===== src/rtl/nvm_pkg.sv =====
package nvm_pkg;
  // register offsets on the bus
  localparam logic [1:0] OFS_ALO = 2'd0;
  localparam logic [1:0] OFS_AHI = 2'd1;
  localparam logic [1:0] OFS_DAT = 2'd2;
  localparam logic [1:0] OFS_CTL = 2'd3;

  // control register bit positions
  localparam int CB_RD   = 0;
  localparam int CB_WR   = 1;
  localparam int CB_ARM  = 2;
  localparam int CB_BUSY = 3;

  typedef enum logic [1:0] {
    ACC_NONE = 2'd0,
    ACC_RD   = 2'd1,
    ACC_WR   = 2'd2
  } acc_kind_e;
endpackage


===== src/rtl/nvm_arm_window.sv =====
module nvm_arm_window #(
  parameter int WIN = 4
) (
  input  logic clk,
  input  logic rst_ni,
  input  logic arm_set,
  input  logic arm_kill,
  output logic armed
);
  localparam int CW = $clog2(WIN + 1);

  logic [CW-1:0] cnt_q, cnt_n;

  always_comb begin
    cnt_n = cnt_q;
    if (arm_kill)
      cnt_n = '0;
    else if (arm_set)
      cnt_n = CW'(WIN);
    else if (cnt_q != '0)
      cnt_n = cnt_q - 1'b1;
  end

  always_ff @(posedge clk or negedge rst_ni) begin
    if (!rst_ni)
      cnt_q <= '0;
    else
      cnt_q <= cnt_n;
  end

  assign armed = (cnt_q != '0);

  AST_ARM_NEEDS_SET: assert property (@(posedge clk) disable iff (!rst_ni)
    $rose(armed) |-> $past(arm_set));
endmodule


===== src/rtl/nvm_stall_timer.sv =====
module nvm_stall_timer
  import nvm_pkg::*;
#(
  parameter int RD_LEN = 4,
  parameter int WR_LEN = 2
) (
  input  logic      clk,
  input  logic      rst_ni,
  input  logic      start,
  input  acc_kind_e start_kind,
  output logic      stall,
  output logic      rd_act,
  output logic      wr_act
);
  localparam int MAXL = (RD_LEN > WR_LEN) ? RD_LEN : WR_LEN;
  localparam int CW   = $clog2(MAXL + 1);

  logic [CW-1:0] cnt_q, cnt_n;
  acc_kind_e     kind_q, kind_n;

  always_comb begin
    cnt_n  = cnt_q;
    kind_n = kind_q;
    if (start) begin
      kind_n = start_kind;
      cnt_n  = (start_kind == ACC_RD) ? CW'(RD_LEN) : CW'(WR_LEN);
    end else if (cnt_q != '0) begin
      cnt_n = cnt_q - 1'b1;
      if (cnt_q == CW'(1))
        kind_n = ACC_NONE;
    end
  end

  always_ff @(posedge clk or negedge rst_ni) begin
    if (!rst_ni) begin
      cnt_q  <= '0;
      kind_q <= ACC_NONE;
    end else begin
      cnt_q  <= cnt_n;
      kind_q <= kind_n;
    end
  end

  assign stall  = (cnt_q != '0);
  assign rd_act = stall && (kind_q == ACC_RD);
  assign wr_act = stall && (kind_q == ACC_WR);

  AST_STALL_FOLLOWS_START: assert property (@(posedge clk) disable iff (!rst_ni)
    start |=> stall);
  AST_NO_START_IN_STALL: assert property (@(posedge clk) disable iff (!rst_ni)
    start |-> !stall);
  AST_ACT_EXCLUSIVE: assert property (@(posedge clk) disable iff (!rst_ni)
    $onehot0({rd_act, wr_act}));
endmodule


===== src/rtl/nvm_busy_timer.sv =====
module nvm_busy_timer #(
  parameter int CYC = 8
) (
  input  logic clk,
  input  logic rst_ni,
  input  logic start,
  output logic busy
);
  localparam int CW = $clog2(CYC + 1);

  logic [CW-1:0] cnt_q, cnt_n;

  always_comb begin
    cnt_n = cnt_q;
    if (start)
      cnt_n = CW'(CYC);
    else if (cnt_q != '0)
      cnt_n = cnt_q - 1'b1;
  end

  always_ff @(posedge clk or negedge rst_ni) begin
    if (!rst_ni)
      cnt_q <= '0;
    else
      cnt_q <= cnt_n;
  end

  assign busy = (cnt_q != '0);

  AST_BUSY_FOLLOWS_START: assert property (@(posedge clk) disable iff (!rst_ni)
    start |=> busy);
endmodule


===== src/rtl/nvm_cell_array.sv =====
module nvm_cell_array #(
  parameter int DEPTH = 320,
  parameter int AW    = 9,
  parameter int DW    = 8
) (
  input  logic          clk,
  input  logic          we,
  input  logic [AW-1:0] addr,
  input  logic [DW-1:0] wdata,
  output logic [DW-1:0] rdata,
  output logic          addr_ok
);
  localparam logic [AW-1:0] LAST = AW'(DEPTH - 1);

  logic [DW-1:0] mem [DEPTH];

  assign addr_ok = (addr <= LAST);

  always_ff @(posedge clk) begin
    if (we && addr_ok)
      mem[addr] <= wdata;
  end

  assign rdata = addr_ok ? mem[addr] : {DW{1'b1}};
endmodule


===== src/rtl/nvm_access_ctrl.sv =====
module nvm_access_ctrl
  import nvm_pkg::*;
#(
  parameter int DEPTH    = 320,
  parameter int AW       = 9,
  parameter int RD_STALL = 4,
  parameter int WR_STALL = 2,
  parameter int ARM_WIN  = 4,
  parameter int BUSY_CYC = 8
) (
  input  logic       clk,
  input  logic       rst_n,
  input  logic [1:0] bus_sel,
  input  logic       bus_we,
  input  logic       bus_re,
  input  logic [7:0] bus_wdata,
  output logic [7:0] bus_rdata,
  output logic       cpu_stall,
  output logic       nvm_busy
);
  localparam int DW   = 8;
  localparam int HI_W = AW - DW;

  // reset: asserted asynchronously, released on a clock edge
  logic [1:0] rst_sync_q;
  logic       rst_ni;

  always_ff @(posedge clk or negedge rst_n) begin
    if (!rst_n)
      rst_sync_q <= 2'b00;
    else
      rst_sync_q <= {rst_sync_q[0], 1'b1};
  end
  assign rst_ni = rst_sync_q[1];

  // register decode
  logic hit_alo, hit_ahi, hit_dat, hit_ctl;
  assign hit_alo = bus_we && (bus_sel == OFS_ALO);
  assign hit_ahi = bus_we && (bus_sel == OFS_AHI);
  assign hit_dat = bus_we && (bus_sel == OFS_DAT);
  assign hit_ctl = bus_we && (bus_sel == OFS_CTL);

  // address registers carry no reset; software loads them first
  logic [DW-1:0]   addr_lo_q;
  logic [HI_W-1:0] addr_hi_q;
  logic [AW-1:0]   addr;

  always_ff @(posedge clk) begin
    if (hit_alo)
      addr_lo_q <= bus_wdata;
  end

  always_ff @(posedge clk) begin
    if (hit_ahi)
      addr_hi_q <= bus_wdata[HI_W-1:0];
  end

  assign addr = {addr_hi_q, addr_lo_q};

  // transfer start logic
  logic armed, rd_act, wr_act, idle;
  logic rd_req, wr_req, rd_start, wr_start, arm_set;
  acc_kind_e start_kind;

  assign idle       = !cpu_stall && !nvm_busy;
  assign rd_req     = hit_ctl && bus_wdata[CB_RD];
  assign wr_req     = hit_ctl && bus_wdata[CB_WR];
  assign arm_set    = hit_ctl && bus_wdata[CB_ARM];
  assign wr_start   = wr_req && armed && idle;
  assign rd_start   = rd_req && idle && !wr_start;
  assign start_kind = wr_start ? ACC_WR : (rd_start ? ACC_RD : ACC_NONE);

  nvm_arm_window #(.WIN(ARM_WIN)) u_arm (
    .clk      (clk),
    .rst_ni   (rst_ni),
    .arm_set  (arm_set),
    .arm_kill (wr_start),
    .armed    (armed)
  );

  nvm_stall_timer #(.RD_LEN(RD_STALL), .WR_LEN(WR_STALL)) u_stall (
    .clk        (clk),
    .rst_ni     (rst_ni),
    .start      (rd_start || wr_start),
    .start_kind (start_kind),
    .stall      (cpu_stall),
    .rd_act     (rd_act),
    .wr_act     (wr_act)
  );

  nvm_busy_timer #(.CYC(BUSY_CYC)) u_busy (
    .clk    (clk),
    .rst_ni (rst_ni),
    .start  (wr_start),
    .busy   (nvm_busy)
  );

  // data register and array
  logic [DW-1:0] data_q, data_n, arr_rdata;
  logic          addr_ok;

  nvm_cell_array #(.DEPTH(DEPTH), .AW(AW), .DW(DW)) u_cells (
    .clk     (clk),
    .we      (wr_start),
    .addr    (addr),
    .wdata   (data_q),
    .rdata   (arr_rdata),
    .addr_ok (addr_ok)
  );

  always_comb begin
    data_n = data_q;
    if (rd_start)
      data_n = arr_rdata;
    else if (hit_dat)
      data_n = bus_wdata;
  end

  always_ff @(posedge clk or negedge rst_ni) begin
    if (!rst_ni)
      data_q <= '0;
    else
      data_q <= data_n;
  end

  // read-back mux
  logic [DW-1:0] ctl_view, hi_view;

  always_comb begin
    ctl_view          = '0;
    ctl_view[CB_RD]   = rd_act;
    ctl_view[CB_WR]   = wr_act;
    ctl_view[CB_ARM]  = armed;
    ctl_view[CB_BUSY] = nvm_busy;
    hi_view           = '0;
    hi_view[HI_W-1:0] = addr_hi_q;
  end

  always_comb begin
    bus_rdata = '0;
    if (bus_re) begin
      case (bus_sel)
        OFS_ALO: bus_rdata = addr_lo_q;
        OFS_AHI: bus_rdata = hi_view;
        OFS_DAT: bus_rdata = data_q;
        default: bus_rdata = ctl_view;
      endcase
    end
  end

  AST_BUSY_NEEDS_ARM: assert property (@(posedge clk) disable iff (!rst_ni)
    $rose(nvm_busy) |-> $past(armed));
  AST_BUSY_BLOCKS_START: assert property (@(posedge clk) disable iff (!rst_ni)
    nvm_busy |=> !$rose(cpu_stall));
  AST_OOR_READ_ONES: assert property (@(posedge clk) disable iff (!rst_ni)
    (rd_start && !addr_ok) |=> (data_q == {DW{1'b1}}));
  AST_WRITE_STALL_SHORT: assert property (@(posedge clk) disable iff (!rst_ni)
    $rose(wr_act) |-> nvm_busy);
endmodule


===== config.mk =====
export PLATFORM = sky130hd
export DESIGN_NAME = nvm_access_ctrl
export DESIGN_NICKNAME = d
export VERILOG_FILES = /design/src/rtl/nvm_pkg.sv /design/src/rtl/nvm_arm_window.sv /design/src/rtl/nvm_stall_timer.sv /design/src/rtl/nvm_busy_timer.sv /design/src/rtl/nvm_cell_array.sv /design/src/rtl/nvm_access_ctrl.sv
export SDC_FILE = /design/constraint.sdc
export NUM_CORES = 2
export LEC_CHECK = 0
export ABC_AREA = 1
export ABC_CLOCK_PERIOD_IN_PS = 7200
export BUFFER_PORTS_ARGS = -buffer_cell sky130_fd_sc_hd__buf_2
export CELL_PAD_IN_SITES_DETAIL_PLACEMENT = 1
export CELL_PAD_IN_SITES_GLOBAL_PLACEMENT = 1
export CORE_MARGIN = 2
export CORE_UTILIZATION = 52
export CTS_CLUSTER_DIAMETER = 200
export CTS_CLUSTER_SIZE = 25
export DETAILED_ROUTE_END_ITERATION = 8
export PLACE_DENSITY_LB_ADDON = 0.1
export SLEW_MARGIN = 30
export SYNTH_ARGS = -nofsm -noshare
export SYNTH_HDL_FRONTEND = slang
export SYNTH_SLANG_ARGS = --single-unit

===== constraint.sdc =====
create_clock -name clk -period 7.2 [get_ports clk]
set_clock_uncertainty 0.15 [all_clocks]
set_input_delay 0.72 -clock clk [delete_from_list [all_inputs] [get_ports clk]]
set_output_delay 0.72 -clock clk [all_outputs]
set_load 0.03 [all_outputs]

==> results.ini <==
[outcome]
status=finished clean

[min_path]
hp-class=flop to asynchronous set/reset pin

[detailed_routing]
drc=0
firstDrtPassIters=6
vias_per_cell=6.05
drt-initial-drc-count=7377
antenna_left=0
wire_per_inst_um=29.3
routed_wl_mm=321
num_vias=66300

[setup_path]
max_stage_delay_ns=0.74
worstPathMaxFanout=12
crit_type=flop to flop
crit_top_cell=nand2_1
cp_cell_sequence=inv_1, ha_1, nand2_1, nor2_2, nand2_1, inv_1, nand2_1, inv_2, o21ai_1, nor2_1, nand2_2, buf_4, nor2_1
arrival_ns=4.90
cp_slowest_cell=nor2_1
cp_data_required_time_ns=7.49
critPathLaunchType=flop
endpoint_kind=flop

[clock_network]
clk_latency_ns=0.82
cts.clk_slew.worst_paths_ns=0.10
root_buffer=clkbuf_16
post_cts_buffers=0
h-tree-depth=3
cts.sinks=2591
cts_tree=yes
clockBufferDepth=3
cts_buffers=113

[grt]
grt_max_degree=176
grt_pass1_wl_mm=468
grt_pass1_vias=69000
grt_overflow=0
grt_usage=0.321
antenna_found_initial=9

[synth]
async_reset_ff_frac=0.00849
ys.flop_type=edfxtp_1
synth.cell_area_mm2=0.102
syn_avg_cell_area_um2=12.1
yosysUniqueCellTypes=36
syn_inst=8473
synth_warnings=0
ys_ff_latch=2591
yosysSeqAreaShare=0.759
synth_edf_count=2569
syn-num-nets=8494

[finish]
instances_no_fill=11000
fin_util=0.555
mostFrequentLayoutCells=nand2_1, edfxtp_1, nor2_1
nNetsFinal=8325
final_layout_size_suffix_gt1_frac=0.0418
layout_commonest_cell=nand2_1
syn2layout_area_growth_pct=5.88
stdcell_area_mm2=0.108

[pwr]
intPower_mw=20.6
p_leak_nw=37.5
seq_power_share=0.638
swShare=0.245
p_total_mw=27.3
power.density_mw_per_mm2=252
combPwrFrac=0.090
power_switching_mw=6.70
peakVddDrop_uv=272
power.share.clock=0.272

[die]
row_count=162
dieArea_mm2=0.200
initial_core_util=0.524
die_h_um=448
io_pins=24
coreArea_mm2=0.195
die_w_um=448

[sta]
clock.fmax_mhz=217
hold_viol_final=0
maxSlewViolCount=0
rsz0062_at_grt=false
maxSlewHeadroom=0.315
finalSetupTns_ns=0
setup-violations-final=0
period_share=0.641
period_needed_ns=4.61
worst_pin_slew_ns=1.02

[placement]
hpwl_mm=188
placed_cells=10800
gp_congestion=0.871
portBuffers=23
placed_area_mm2=0.105

[flow_run]
maxCapViolCount=0

registers in the layout, indices dropped and copies added, names as in the netlist, 2 cells and up:
register,cells
u_cells.mem,2560
addr_lo_q,8
data_q,8
u_busy.cnt_q,4
u_arm.cnt_q,3
u_stall.cnt_q,3
rst_sync_q,2
u_stall.kind_q,2
metrics by stage:
step	hold WS (ns)	setup slack, ns
5_1_grt	0.0790	2.39
2_1_floorplan	0.103	1.18
3_5_place_dp	0.0897	2.51
6_report	0.0862	2.59
4_1_cts	0.0217	2.62
3_3_place_gp	0.0831	2.58
worst max-delay path: cells and delay by family, from the launching register on:
kind	cells	cell delay (ns)
buffers and inverters	4	0.80
adder cells (fa/ha/maj)	1	0.16
flip-flops	1	0.40
AND/OR/NAND/NOR	7	2.40
AO/OA/AOI/OAI	1	0.28
synth_stat cells (7+ instances only):
master	n	area, um^2
clkbuf_1	115	432
o21ai_1	70	350
a21oi_1	137	686
inv_2	8	30.0
nand4_1	338	2110
ha_1	7	87.6
dfrtp_1	22	551
nand2_1	3832	14400
buf_1	40	150
edfxtp_1	2569	77100
inv_1	47	176
a22oi_1	111	833
buf_6	10	113
o21ai_0	158	791
buf_2	283	1420
nand3_1	128	641
nor2_1	552	2070
cell families (layout without fill, tap and decap cells):
logic type	after synthesis	in the layout	synth area share
and+or+nand+nor	4865	4865	0.189
DFF	2591	2591	0.759
buffers and inverters	511	369	0.0231
AOI/OAI and AO/OA	494	494	0.0274
adders and majority gates	7	7	0.000856
xor gates and xnor gates	4	4	0.000342
other	1	6	0.0000367
layout make-up:
cell class,count,area [um^2]
inverters,59,246
fillers,19700,86900
clock inverters,4,45.0
multi-input cells,5371,22400
flip-flops and latches,2591,77700
diodes,5,12.5
well taps,2624,3280
repair buffers,168,1670
clock buffers,138,2940
power groups by stage:
stage / clock network [mW] / registers, mW / logic, mW
global route: 7.92 / 17.4 / 2.60
detailed placement: 0 / 17.8 / 2.42
finish: 7.43 / 17.4 / 2.45
floorplan: 0 / 18.4 / 0.800
global placement: 0 / 17.8 / 2.33
CTS: 7.49 / 17.4 / 2.42
final timing paths:
| path | from | end | slack [ns] | cells after the start |
|---|---|---|---|---|
| worst max-delay path | u_busy.cnt_q[0]$_DFFE_PN0P_ | u_cells.mem[307][3]$_DFFE_PP_ | 2.59 | 13 |
| worst min-delay path | rst_sync_q[1]$_DFF_PN0_ | u_busy.cnt_q[1]$_DFFE_PN0P_ | 0.09 | 1 |
| worst max register to register | u_busy.cnt_q[0]$_DFFE_PN0P_ | u_cells.mem[307][3]$_DFFE_PP_ | 2.59 | 13 |
| worst min register to register | rst_sync_q[1]$_DFF_PN0_ | u_busy.cnt_q[1]$_DFFE_PN0P_ | 0.09 | 1 |
| max in group asynchronous | rst_sync_q[1]$_DFF_PN0_ | data_q[1]$_DFFE_PN0P_ | 6.50 | 1 |
| min in group clk | rst_sync_q[0]$_DFF_PN0_ | rst_sync_q[1]$_DFF_PN0_ | 0.21 | 0 |
what timing repair did:
action                                 CTS  global route
hold buffers                             9             0
resized for setup                        0             0
endpoints found under the hold margin   11             0
layer usage:
metal / global-route usage / vias up / part of all wire
li1: - / 28800 / -
met1: 0.435 / 34400 / 0.40
met2: 0.535 / 2614 / 0.48
met3: 0.0351 / 550 / 0.066
met4: 0.129 / 6 / 0.046
met5: 0 / - / 0.00014
No activity file was read; power rests on OpenSTA's default activity.
